**src/rtl/can_ovl_pkg.sv**
```systemverilog
package can_ovl_pkg;
  typedef enum logic [2:0] {
    FLD_OTHER    = 3'd0,
    FLD_EOF      = 3'd1,
    FLD_INTER    = 3'd2,
    FLD_ERRDELIM = 3'd3,
    FLD_OVLDELIM = 3'd4
  } fld_e;
endpackage

```
**src/rtl/can_ovl_pos_decode.sv**
```systemverilog
module can_ovl_pos_decode
  import can_ovl_pkg::*;
#(
  parameter int IDX_W       = 4,
  parameter int EOF_LEN     = 7,
  parameter int DELIM_LEN   = 8,
  parameter int INTER_WATCH = 2
) (
  input  logic [2:0]       field_code,
  input  logic [IDX_W-1:0] bit_index,
  input  logic             rx_frame,
  output logic             trig_pos
);
  localparam logic [IDX_W-1:0] EOF_LAST   = IDX_W'(EOF_LEN);
  localparam logic [IDX_W-1:0] DELIM_LAST = IDX_W'(DELIM_LEN);

  logic [INTER_WATCH-1:0] inter_slot;
  logic                   in_inter, eof_hit, delim_hit;

  for (genvar k = 0; k < INTER_WATCH; k++) begin : g_inter
    assign inter_slot[k] = (bit_index == IDX_W'(k + 1));
  end

  always_comb begin
    in_inter  = (field_code == FLD_INTER) && (|inter_slot);
    eof_hit   = (field_code == FLD_EOF) && (bit_index == EOF_LAST) && rx_frame;
    delim_hit = ((field_code == FLD_ERRDELIM) || (field_code == FLD_OVLDELIM))
                && (bit_index == DELIM_LAST);
    trig_pos  = in_inter || eof_hit || delim_hit;
  end
endmodule

```
**src/rtl/can_ovl_pulse.sv**
```systemverilog
module can_ovl_pulse (
  input  logic clk,
  input  logic rst,
  input  logic bit_strobe,
  input  logic bus_level,
  input  logic trig_pos,
  output logic ovl_req
);
  always_ff @(posedge clk) begin
    if (rst) ovl_req <= 1'b0;
    else     ovl_req <= bit_strobe && !bus_level && trig_pos;
  end
endmodule

```
**src/rtl/can_ovl_detect.sv**
```systemverilog
module can_ovl_detect #(
  parameter int IDX_W       = 4,
  parameter int EOF_LEN     = 7,
  parameter int DELIM_LEN   = 8,
  parameter int INTER_WATCH = 2
) (
  input  logic             clk,
  input  logic             rst,
  input  logic             bit_strobe,
  input  logic             bus_level,
  input  logic [2:0]       field_code,
  input  logic [IDX_W-1:0] bit_index,
  input  logic             rx_frame,
  output logic             ovl_req
);
  logic trig_pos;

  can_ovl_pos_decode #(
    .IDX_W(IDX_W), .EOF_LEN(EOF_LEN), .DELIM_LEN(DELIM_LEN), .INTER_WATCH(INTER_WATCH)
  ) u_dec (
    .field_code(field_code),
    .bit_index (bit_index),
    .rx_frame  (rx_frame),
    .trig_pos  (trig_pos)
  );

  can_ovl_pulse u_pulse (
    .clk       (clk),
    .rst       (rst),
    .bit_strobe(bit_strobe),
    .bus_level (bus_level),
    .trig_pos  (trig_pos),
    .ovl_req   (ovl_req)
  );
endmodule

```
**config.mk**
```make
export PLATFORM = sky130hd
export DESIGN_NAME = can_ovl_detect
export DESIGN_NICKNAME = d
export VERILOG_FILES = /design/src/rtl/can_ovl_pkg.sv /design/src/rtl/can_ovl_pos_decode.sv /design/src/rtl/can_ovl_pulse.sv /design/src/rtl/can_ovl_detect.sv
export SDC_FILE = /design/constraint.sdc
export NUM_CORES = 1
export LEC_CHECK = 0
export ABC_AREA = 1
export CAP_MARGIN = 0
export CORE_AREA = 2 2 39 41
export CTS_BUF_LIST = sky130_fd_sc_hd__clkbuf_4 sky130_fd_sc_hd__clkbuf_8 sky130_fd_sc_hd__clkbuf_16
export CTS_CLUSTER_DIAMETER = 60
export DETAILED_ROUTE_END_ITERATION = 6
export DIE_AREA = 0 0 41 43
export GPL_TIMING_DRIVEN = 1
export PLACE_DENSITY_LB_ADDON = 0.2
export SYNTH_ARGS = -nofsm -noshare
export SYNTH_HDL_FRONTEND = slang
export SYNTH_SLANG_ARGS = --single-unit
```
**constraint.sdc**
```tcl
create_clock -name clk -period 0.8 [get_ports clk]
set_input_delay 0.12 -clock clk [delete_from_list [all_inputs] [get_ports clk]]
set_output_delay 0.12 -clock clk [all_outputs]
set_load 0.005 [all_outputs]
```
### Yosys cells after proc, flatten, opt, wreduce, memory -nomap -nowiden

Index checks and enable logic that the tools add are counted.

| operators by class | value |
|---|---|
| equality and inequality tests | 8 |
| reduce and logical (&&, ||, !) cells | 11 |

Operators by type and width:

| kind | count |
|---|---|
| $eq A3 B2 Y1 const B | 2 |
| $logic_and A1 B1 Y1 | 6 |
| $eq A4 B1 Y1 const B | 1 |
| $eq A4 B2 Y1 const B | 1 |
| $eq A4 B3 Y1 const B | 1 |
| $eq A4 B4 Y1 const B | 1 |
| $eq A3 B1 Y1 const B | 1 |
| $eq A3 B3 Y1 const B | 1 |
| $logic_or A1 B1 Y1 | 3 |
| $reduce_or A2 Y1 | 1 |
| $logic_not A1 Y1 | 1 |

| word-level totals | value |
|---|---|
| flip-flop bits (word level) | 1 |
| input bits | 12 |
| logic and storage cells | 20 |

### Depth between registers and ports, before layout

| logic depth | value |
|---|---|
| depth after elaboration | 6 |
| depth in mapped cells | 7 |

### Modules after synthesis

A second synthesis with hierarchy kept.

| second synthesis, totals | value |
|---|---|
| cell total of the unflattened synthesis | 30 |
| area, all modules | 145.1 µm² |

Modules (own cells, without submodules):

| module | times used | cells each | area each (µm²) | seq. area each (µm²) |
|---|---|---|---|---|
| can_ovl_pos_decode | 1 | 24 | 103.8 | 0.0 |
| can_ovl_pulse | 1 | 6 | 41.3 | 20.0 |

### Worst setup path after synthesis

OpenSTA, ideal clock, no wires.

| timing path | value |
|---|---|
| kind | input port to flip-flop |
| start | input port bit_index[0] |
| end | register u_pulse.ovl_req |
| library setup time | 0.056 ns |
| arrival time | 0.519 ns |
| data required time | 0.744 ns |
| path slack | 0.225 ns |
| stages | 7 |
| path buffers | 0 |
| path through | nor2_2 -> inv_1 -> nor2_2 -> nand2_1 -> nand3_1 -> nand2_1 -> inv_1 |

| on the way | value |
|---|---|
| longest elaborated chain between the ends | 6 |

Ends and longest elaborated chain:

| element | RTL line | text |
|---|---|---|
| start: declaration | can_ovl_detect.sv:12 | `input logic [IDX_W-1:0] bit_index,` |
| $eq A4 B1 Y1, or another cell as far along | can_ovl_pos_decode.sv:21 | `assign inter_slot[k] = (bit_index == IDX_W'(k + 1));` |
| $reduce_or A2 Y1 or $logic_and A1 B1 Y1 (tied branches) | can_ovl_pos_decode.sv:25, can_ovl_pos_decode.sv:26 |  |
| $logic_and A1 B1 Y1, on equally long branches | can_ovl_pos_decode.sv:25, can_ovl_pos_decode.sv:26 |  |
| $logic_or A1 B1 Y1 | can_ovl_pos_decode.sv:29 | `trig_pos = in_inter \|\| eof_hit \|\| delim_hit;` |
| $logic_or A1 B1 Y1 (*) | can_ovl_pos_decode.sv:29 |  |
| $logic_and A1 B1 Y1 (*) | can_ovl_pulse.sv:11 | `else ovl_req <= bit_strobe && !bus_level && trig_pos;` |
| end signal: assignment | can_ovl_pulse.sv:11 |  |
| end: declaration | can_ovl_pulse.sv:7 | `output logic ovl_req` |

Mark *: on every way between the ends. The rest lies on a longest branch, timed or not.
A chain may end at the register's enable or synchronous reset.

### Worst setup path after layout

Same ends and word-level chain as after synthesis.

==> impl_metrics.tcl <==
set metrics [dict create \
    setup-violations-final 0 \
    ant_nets 0 \
    tightest_slew_ps 111.5 \
    drive_gt1_frac 0.4634 \
    routedWlPerCell_um 5.842 \
    yosys-top-cells-count "nand2_1 (7), nor2_1 (7), inv_1 (6)" \
    cpMostUsedCell "nand3_1" \
    slowest_stage "nor2_4" \
    finalCritPeriodShare 0.9333 \
    yosysWarnings 0 \
    outcome "completed" \
    maxCapViolCount 0 \
    startpoint "bit_index[0]" \
    path_max_fanout 2 \
    top_regs "u_pulse.ovl_req (1)" \
    arrival_ps 640 \
    report.final.slew_viol_count 0 \
    antenna_found_initial 0 \
    p_leak_uw 0.0001792 \
    hold_viol_final 0 \
    async_reset_ff_frac 0 \
    first_iter_violations 0 \
    period_minus_slack_ps 746.7 \
    synth.top_cell.area_share 0.1795 \
    grt_first_pass_wirelength_um 648 \
    start_util 0.1058 \
    die_area_um2 1763 \
    top_level_ports 13 \
    grt_remaining_overflow 0 \
    grt_pass1_vias 178 \
    cp_slowest_stage_delay_ps 110 \
    ys_top_cells_by_area "nand2_1 (18%), nor2_1 (18%), inv_1 (15%)" \
    vias 199 \
    dp_cells 57 \
    endpoint "u_pulse.ovl_req" \
    first_pass_iters 1 \
    relSlewSlack 0.9253 \
    wl_um 333 \
    postSynthCellCount 29 \
    die_h_um 43 \
    ir_worst_vdd_mv 0.1070 \
    crit_chain "buf_8 > nor2_4 > nor2_1 > nand3_1 > nand3_1 > nand2_1 > inv_1" \
    grt_max_degree 5 \
    postCtsSetupBuffers 0 \
    drc 0 \
    rows 14 \
    antenna_cells 0 \
    syn_area_um2 146.4 \
    hp-class "in2reg" \
    synth.distinct_cells 8 \
    via_per_inst 3.491 \
    holdWs_ps 390.7 \
    largest_reg_flops 1 \
    ys.flop_type "dfxtp_1" \
    critical-path-top-delay-family "simple AND/OR/NAND/NOR gates" \
    port_buffers 12 \
    crit_buf_inv 2 \
    place_hpwl_um 312.3 \
    syn_nets 41 \
    crit_cells 7 \
    clk_pin_slew_ps 0 \
    ys_ff_latch 1 \
    yosys.area.top_type "nand2_1" \
    core_area_um2 1384 \
    critPathRequiredTime_ps 690 \
    worst_setup_path_start_kind "input pin" \
    critPathCaptureType "flip-flop" \
    power_density_nw_per_um2 500.0 \
    top_register "u_pulse.ovl_req" \
    track_usage 0.04695 \
    cts.hold.buffers_added 0 \
    fp.dieW_um 41 \
    max_freq_ghz 1.339 \
    final_nets 55 \
    layout.cells.non_filler 57 \
    area_growth_pct 99.15 \
    rsz0062_at_grt "true" \
    worst-setup-path-type "in2reg" \
    synth-edff-count 0 \
    gp_congestion 0.5893 \
    avgSynthCellArea_um2 5.048 \
    ys_seq_area_frac 0.1368 \
]
kinds of logic (layout without fill, tap and decap cells):
| group | Yosys count | count (layout) | share of synthesized area |
|---|---|---|---|
| simple gates | 22 | 22 | 0.7095 |
| buf+inv | 6 | 18 | 0.1538 |
| flops | 1 | 1 | 0.1368 |
worst min-delay path: cells and delay by family:
kind | cells | cell delay, ps
AND/OR/NAND/NOR | 2 | 100
buffers and inverters | 2 | 120
report_power, final:
group | leakage, uW | internal, uW | switching [uW]
Combinational | 0.000171 | 51.5 | 43.2
Sequential | 0.00000806 | 51.1 | 0.0351
Clock | 0 | 0 | 0
worst min-delay path by stage:
stage                          from               to  slack [ps]  cells past startpoint
finish                    bus_level  u_pulse.ovl_req         390                      4
global route              bus_level  u_pulse.ovl_req         440                      4
CTS                 u_pulse.ovl_req          ovl_req         620                      1
detailed placement        bus_level  u_pulse.ovl_req         780                      4
global placement          bus_level  u_pulse.ovl_req         770                      4
floorplan                       rst  u_pulse.ovl_req         260                      3
through the flow:
step / total power (uW) / cell area (um^2) / setup WS [ps] / setup TNS [ps] / utilization
5_1_grt: 157.4 / 291.5 / -20.50 / -20.50 / 0.2107
3_5_place_dp: 147.9 / 286.5 / -346.2 / -438.7 / 0.2071
2_1_floorplan: 80.34 / 146.4 / 225.3 / 0 / -
4_1_cts: 136.1 / 280.3 / -80.55 / -80.55 / 0.2025
3_3_place_gp: 148.2 / 286.5 / -340.8 / -431.4 / 0.2071
6_report: 145.8 / 291.5 / 53.33 / 0 / 0.2107
repair_timing:
item / 4_1_cts / 5_1_grt
pin swaps: 6 / 11
setup endpoints to repair: 2 / 1
endpoints found under the hold margin: 0 / 0
resized for setup: 13 / 32
metal layers:
layer | global-route usage | up-vias | routed length, um
met5 | 0 | - | 0
met4 | 0 | 0 | 0
met3 | 0.005236 | 0 | 32
met2 | 0.06875 | 6 | 164
met1 | 0.07595 | 83 | 136
li1 | - | 110 | -
placed cells by master (no fill, tap or decap), drive strengths merged:
| master | instances |
|---|---|
| clkbuf | 5 |
| nor2 | 9 |
| dlymetal6s2s | 3 |
| buf | 3 |
| inv | 6 |
| nand2 | 8 |
| dlygate4sd2 | 1 |
| nor3b | 1 |
| nand3 | 4 |
| dfxtp | 1 |
layout make-up:
type,instances,area (um^2)
inverters,6,22.52
well taps,16,20.02
repair buffers,12,102.6
flip-flops and latches,1,20.02
fillers,163,1092
multi-input cells,22,126.4
(Power assumes the default switching activity.)
